`src/rtl/rail_seq_pkg.sv`:
```
// Package: shared helpers for the rail sequencer.
// Assumes: tick counts are positive.
package rail_seq_pkg;
    // Width of a counter able to hold 0..ticks-1 (at least one bit).
    function automatic int cnt_width(input int ticks);
        return (ticks < 2) ? 1 : $clog2(ticks);
    endfunction
endpackage

```
`src/rtl/rail_enable_chain.sv`:
```
// Module: rail_enable_chain
// Holds one enable flop per rail. Rail 0 follows wake one edge late.
// Rail i latches on once rail i-1 is enabled and reports in range.
// Assumes: in_range is synchronous to clk. Wake low clears every stage.
module rail_enable_chain #(
    parameter int NUM_RAILS = 3
) (
    input  logic                 clk,
    input  logic                 rst_n,
    input  logic                 wake,
    input  logic [NUM_RAILS-1:0] in_range,
    output logic [NUM_RAILS-1:0] stage_q
);
    // First stage: register the wake request.
    always_ff @(posedge clk) begin
        if (!rst_n) stage_q[0] <= 1'b0;
        else        stage_q[0] <= wake;
    end

    for (genvar i = 1; i < NUM_RAILS; i++) begin : g_stage
        // Later stage: set by the previous enabled and in-range rail, held while awake.
        always_ff @(posedge clk) begin
            if (!rst_n) stage_q[i] <= 1'b0;
            else        stage_q[i] <= wake && (stage_q[i] || (stage_q[i-1] && in_range[i-1]));
        end
    end
endmodule

```
`src/rtl/settle_timer.sv`:
```
// Module: settle_timer
// Counts consecutive edges with arm high and sets released after TICKS of them.
// A low arm before then restarts the count. Wake low clears everything.
// Assumes: TICKS >= 1.
module settle_timer
    import rail_seq_pkg::*;
#(
    parameter int TICKS = 28_750_000
) (
    input  logic clk,
    input  logic rst_n,
    input  logic wake,
    input  logic arm,
    output logic released_q
);
    localparam int CW = cnt_width(TICKS);
    localparam logic [CW-1:0] LAST = CW'(TICKS - 1);

    logic [CW-1:0] cnt_q;

    // Settle count: advance while armed, restart on a gap, stop once released.
    always_ff @(posedge clk) begin
        if (!rst_n || !wake) begin
            cnt_q      <= '0;
            released_q <= 1'b0;
        end else if (!released_q) begin
            if (!arm) begin
                cnt_q <= '0;
            end else if (cnt_q == LAST) begin
                released_q <= 1'b1;
            end else begin
                cnt_q <= cnt_q + 1'b1;
            end
        end
    end
endmodule

```
`src/rtl/rail_enable_sequencer.sv`:
```
// Module: rail_enable_sequencer (top)
// Enables rails in order, each gated by the previous rail's in-range flag.
// Releases the open-drain power-good line after a settle delay on the last rail.
// Assumes: in_range is synchronous. wake may drop at any cycle and gates the outputs at once.
module rail_enable_sequencer #(
    parameter int NUM_RAILS    = 3,
    parameter int SETTLE_TICKS = 28_750_000
) (
    input  logic                 clk,
    input  logic                 rst_n,
    input  logic                 wake,
    input  logic [NUM_RAILS-1:0] in_range,
    output logic [NUM_RAILS-1:0] rail_en,
    output logic                 pg_pull_low,
    output logic                 seq_done
);
    localparam int LAST = NUM_RAILS - 1;

    logic [NUM_RAILS-1:0] stage_q;
    logic                 released_q;
    logic                 last_armed;

    rail_enable_chain #(.NUM_RAILS(NUM_RAILS)) u_chain (
        .clk      (clk),
        .rst_n    (rst_n),
        .wake     (wake),
        .in_range (in_range),
        .stage_q  (stage_q)
    );

    // Settle arm: last rail enabled and its flag valid.
    always_comb last_armed = stage_q[LAST] && in_range[LAST];

    settle_timer #(.TICKS(SETTLE_TICKS)) u_settle (
        .clk        (clk),
        .rst_n      (rst_n),
        .wake       (wake),
        .arm        (last_armed),
        .released_q (released_q)
    );

    // Output gating: wake low forces rails off and power-good low immediately.
    always_comb begin
        rail_en     = wake ? stage_q : '0;
        seq_done    = wake && released_q;
        pg_pull_low = !seq_done;
    end
endmodule

```
`config.mk`:
```
export PLATFORM = sky130hd
export DESIGN_NAME = rail_enable_sequencer
export DESIGN_NICKNAME = d
export VERILOG_FILES = /design/src/rtl/rail_seq_pkg.sv /design/src/rtl/rail_enable_chain.sv /design/src/rtl/settle_timer.sv /design/src/rtl/rail_enable_sequencer.sv
export SDC_FILE = /design/constraint.sdc
export NUM_CORES = 1
export LEC_CHECK = 0
export ABC_CLOCK_PERIOD_IN_PS = 1950
export CAP_MARGIN = 30
export CORE_MARGIN = 8
export CORE_UTILIZATION = 52
export DETAILED_ROUTE_END_ITERATION = 6
export PLACE_DENSITY = 0.73
export SYNTH_ARGS = -nofsm -noshare
export SYNTH_HDL_FRONTEND = slang
export SYNTH_SLANG_ARGS = --single-unit
```
`constraint.sdc`:
```
create_clock -name clk -period 1.95 [get_ports clk]
set_clock_uncertainty 0.1 [all_clocks]
set_input_delay 0.2925 -clock clk [delete_from_list [all_inputs] [get_ports clk]]
set_output_delay 0.2925 -clock clk [all_outputs]
set_load 0.05 [all_outputs]
```
After elaboration in Yosys (flattened, before gate mapping)
Cells that the tools add are included.
{ "op_classes": {"n_bitwise": 1, "muxes": 6, "n_lt_le_gt_ge": 0, "n_shift": 0, "n_div": 0, "addsub": 1, "n_eq_ne": 2, "reduce_logical": 13, "mul": 0} }
{ "op_table": {"columns": ["operator", "count"], "rows": [
  ["25-bit two-way mux", 2],
  ["25-bit by 1-bit adder with 25-bit output (second input constant)", 1],
  ["25-bit equality test (second input constant)", 1],
  ["1-bit logical AND", 6],
  ["1-bit logical NOT", 3],
  ["1-bit logical OR", 3],
  ["1-bit two-way mux", 3],
  ["3-bit two-way mux", 1],
  ["2-bit inequality test (second input constant)", 1],
  ["2-bit AND reduction", 1],
  ["1-bit inverter", 1]
]} }
{ "word_totals": {"input_bits": 6, "latchBits": 0, "n_memories": 0, "regBits": 29, "elab_cells": 28, "mem_bits_rw": 0, "rom_bits": 0, "output_inout_bits": 5} }

Depth between registers and ports, before layout
{ "depth": {"ltp_word": 4, "ltp_mapped": 7, "depth_no_buf": 6} }

By module
A second synthesis with hierarchy kept.
{ "unflattened": {"cells_unflattened": 206, "hier_area_um2": 1630.3} }
{ "by_module_without_submodules": {"columns": ["mod", "seq_area_each_um2", "area_each_um2", "cells_each", "instances"], "rows": [
  ["settle_timer", 520.5, 1510.2, 191, 1],
  ["rail_enable_chain", 60.1, 85.1, 9, 1],
  ["rail_enable_sequencer", 0.0, 35.0, 6, 1]
]} }

Worst setup path after synthesis
No wires, ideal clock.
{ "synth_path": {"kind": "register -> output", "start": "register u_settle.released_q", "end": "output seq_done", "arrival_ps": 1626, "stages_incl_launch_ff": 5, "path_slack_ps": -69, "path_buffers": 2, "t_required_ps": 1558, "cell_sequence": "dfxtp_1 -> clkbuf_1 -> buf_1 -> nand2_1 -> inv_1"} }
{ "synth_via": {"elab_chain_len": 1} }
{ "synth_lines": {"columns": ["item", "line", "rtl"], "rows": [
  ["start: declaration", "settle_timer.sv:14", "output logic released_q"],
  ["start signal: assignment", "settle_timer.sv:25", "released_q <= 1'b0;"],
  ["start signal: assignment", "settle_timer.sv:30", "released_q <= 1'b1;"],
  ["1-bit logical AND", "rail_enable_sequencer.sv:45", "seq_done = wake && released_q;"],
  ["end: declaration", "rail_enable_sequencer.sv:15", "output logic seq_done"]
]} }
Every way passes these cells.

Worst setup path after layout
{ "layout_path": {"start": "register u_settle.cnt_q[19]", "end": "register u_settle.cnt_q[13]"} }
{ "layout_via": {"elab_chain_len": 3} }
{ "layout_lines": {"columns": ["item", "line", "rtl"], "rows": [
  ["start: declaration", "settle_timer.sv:19", "logic [CW-1:0] cnt_q;"],
  ["start signal: assignment", "settle_timer.sv:32", "cnt_q <= cnt_q + 1'b1;"],
  ["25-bit equality test", "settle_timer.sv:29", "end else if (cnt_q == LAST) begin"],
  ["2-bit inequality test (no line)", null, null],
  ["2-bit AND reduction (no line)", null, null]
]} }
Every way passes these cells.
A chain may end at the register's enable or synchronous reset.

==> key figures <==
Worst setup path
  – Beginning of the critical path: u_settle.cnt_q[19]
  – Endpoint arrival time on the critical path: 2.02 ns
  – Worst Setup Start Kind: flip-flop
  – Terminus of the critical flop-to-flop path: u_settle.cnt_q[13]
  – Worst-path fanout max: 5
  – Setup slack of the most critical reg-to-reg path: 0.04 ns
  – WP depth: 6
  – Startpoint of the lowest-slack register-to-register path: u_settle.cnt_q[19]
  – Cells along the critical path: or4_4 > nor3_4 > a21oi_2 > buf_4 > a41oi_2 > a311oi_1
  – Maximum cell stage delay along the critical path: 0.52 ns
  – Data required time of the worst path: 2.06 ns
  – Startpoint-to-endpoint class of the critical path: flip-flop to flip-flop
  – Setup crit end: u_settle.cnt_q[13]
  – Top cell family by delay on the critical path: simple AND/OR/NAND/NOR gates
  – Buffers and inverters on the worst path: 1
  – Critical Path Sink Type: flip-flop
  – Worst reg2reg path depth: 6
  – Slowest-stage cell, CP: sky130_fd_sc_hd__or4_4

Layout
  – Fin nets: 247
  – Share of cells above drive strength 1: 30.3%
  – Commonest non-fill, non-tap cell in the layout: sky130_fd_sc_hd__buf_4
  – Commonest cells after routing, fill and taps aside: 29 x sky130_fd_sc_hd__buf_4, 27 x sky130_fd_sc_hd__nand2_1, 21 x sky130_fd_sc_hd__dfxtp_1
  – P&R area growth vs syn: 34.3%
  – Post-route design area: 2230 um^2
  – Ant diodes: 0

Place
  – Number of input and output port buffers inserted: 10
  – Placer's final routability congestion estimate: 0.919
  – Half-perimeter wire length after placement: 3250 um
  – Placed cell area: 2030 um^2

STA
  – Final min period: 1.91 ns
  – Final critical-path share of the clock period: 98.2%
  – Worst slew pin tran: 0.483 ns
  – Relative slew slack: 67.7%
  – Final Max Slew Viols: 0
  – Unrepaired setup endpoints after global routing: true
  – Post-Route Hold Slack: 0.388 ns
  – Maximum clock frequency: 522 MHz
  – Number of failing hold endpoints at the final stage: 0
  – Final setup vio count: 0

Clocking
  – Clock sink total: 29
  – Number of H-tree levels: 2
  – Skew-Pair Late Insertion Delay: 0.33 ns
  – Number of buffers created by CTS: 5
  – Buffer cell driving the clock tree root: sky130_fd_sc_hd__clkbuf_4
  – Clock slew seen by the registers of the worst setup and hold paths: 0.09 ns
  – TritonCTS clock tree: yes
  – Buffer levels on the longest clock path: 2
  – # hold bufs at CTS: 0

Global routing
  – Overall routing resource usage: 18.5%
  – Wire length of the first global-routing pass: 7710 um
  – Antenna violations before repair: 0
  – Number of global-route vias before repair: 1736
  – Sum of overflow across all layers after global routing: 0
  – Pin count of the biggest net entering global routing: 21

Floorplan
  – Vertical die dimension: 72.5 um
  – Effective utilization at floorplan: 54.4%
  – Number of primary I/O pins: 11
  – Number of cell rows: 20
  – Die extent in x: 72.5 um
  – Core Footprint: 3050 um^2
  – Die Footprint: 5260 um^2

Routing
  – Post-route antenna net violation count: 0
  – Vias per inst: 6.39
  – DRC viols: 0
  – Via count: 1821
  – Pre-Repair DR Iteration Count: 5
  – Total detailed-routing wirelength: 4850 um
  – Routed wirelength normalized by instance count: 17.0 um
  – DRC marker count from the first detailed-route iteration: 213

Synthesis
  – Synth async-reset ratio: 0%
  – Most instantiated flip-flop cell in the synthesis netlist: sky130_fd_sc_hd__dfxtp_1
  – Number of enable flip-flop cells after synthesis: 0
  – Cells after synthesis: 204
  – Number of warnings printed during yosys synthesis: 0
  – Post-synth net total: 211
  – Post-synthesis instance area: 1660 um^2
  – Sequential element share of the synthesized area: 34.9%
  – Synthesized area per cell: 8.15 um^2
  – Unique masters post-synth: 47
  – Seq cells post-synth: 29

Run
  – Reported max-cap violation count: 0

Pwr
  – Maximum ir drop on the vdd rail: 0.411 mV
  – Overall power of the completed layout: 0.986 mW
  – Static leakage power: 0.755 nW
  – Power density over the cells: 442 nW/um^2

Outcome
  – Status: finished, final reports clean

Worst hold path
  – Origin of the worst min-delay path: u_settle.cnt_q[19]
  – Path type of the worst min-delay path: flip-flop to flip-flop
==> sequential cells by signal (all words and copies together), names as in the netlist <==
register / flops
u_chain.stage_q: 3
u_settle.cnt_q: 25
u_settle.released_q: 1
==> metrics by stage <==
step | setup TNS, ns | setup slack, ns | util (%) | cells
final | 0 | 0.0358 | 73.1 | 285
after global routing | -0.184 | -0.0474 | 73.1 | 285
after CTS | 0 | 0.0246 | 68.9 | 280
after detailed placement | -0.262 | -0.115 | 66.6 | 272
after global placement | -0.0231 | -0.0165 | 66.6 | 272
after floorplan | -0.0103 | -0.0103 | - | 204
==> cells in the mapped netlist (all sizes together), types with 3 or more instances <==
cell | instances | area share (%)
nand4 | 8 | 4.3
nor4 | 4 | 2.8
clkbuf | 7 | 1.6
o21ai | 11 | 3.3
nor2 | 11 | 2.5
buf | 6 | 2.1
a31oi | 10 | 3.8
inv | 7 | 1.6
nand3 | 8 | 3.2
nor3 | 4 | 2.2
and2 | 5 | 1.9
dfxtp | 29 | 35
a41oi | 4 | 2.1
o31ai | 3 | 1.4
nand2 | 27 | 6.1
a21oi | 22 | 6.9
a311oi | 3 | 1.6
or4 | 4 | 2.3
nand4b | 4 | 2.1
and3 | 3 | 1.1
==> layer usage <==
layer  global-route usage (%)  up-vias  share of wire [%]
met5                        0        -                  0
met4                     10.4        0                2.4
met3                     4.68       15                6.1
met2                     30.8       77                 50
met1                     20.9      878                 41
li1                         -      851                  -
==> how the worst min path moves through the flow <==
stage | end | slack, ns | depth (start not counted)
2_1_floorplan | u_chain.stage_q[1] | 0.31 | 1
3_3_place_gp | u_settle.cnt_q[6] | 0.39 | 2
3_5_place_dp | u_settle.cnt_q[24] | 0.40 | 2
4_1_cts | u_settle.cnt_q[24] | 0.41 | 2
5_1_grt | u_settle.cnt_q[19] | 0.40 | 1
6_report | u_settle.cnt_q[19] | 0.39 | 1
==> logic make-up after synthesis <==
kind of cell | share of synthesized area, %
adders and majority gates | 0.753
buffers and inverters | 5.27
DFF | 34.9
AOI/OAI and AO/OA | 25.4
and+or+nand+nor | 33.7
==> timing repair <==
action,4_1_cts,5_1_grt
gates cloned,0,0
endpoints found under the setup margin,3,13
resized for setup,4,23
buffers inserted,0,5
pin swaps,2,11
==> layout make-up <==
type,instances,area [um^2]
tap,44,55.1
multi-input combinational,155,1100
timing repair buffer,42,402
clock buffer,8,48.8
inverter,7,30.0
fill,242,821
sequential,29,593
==> report_power, final <==
part	leakage [nW]	switching [mW]	internal (mW)	total (mW)
sequential	0.238	0.000661	0.592	0.592
clock	0.0265	0.208	0.143	0.351
combinational	0.491	0.0228	0.0190	0.0418
total	0.755	0.231	0.754	0.986
Power figures use the tool's default switching activity.
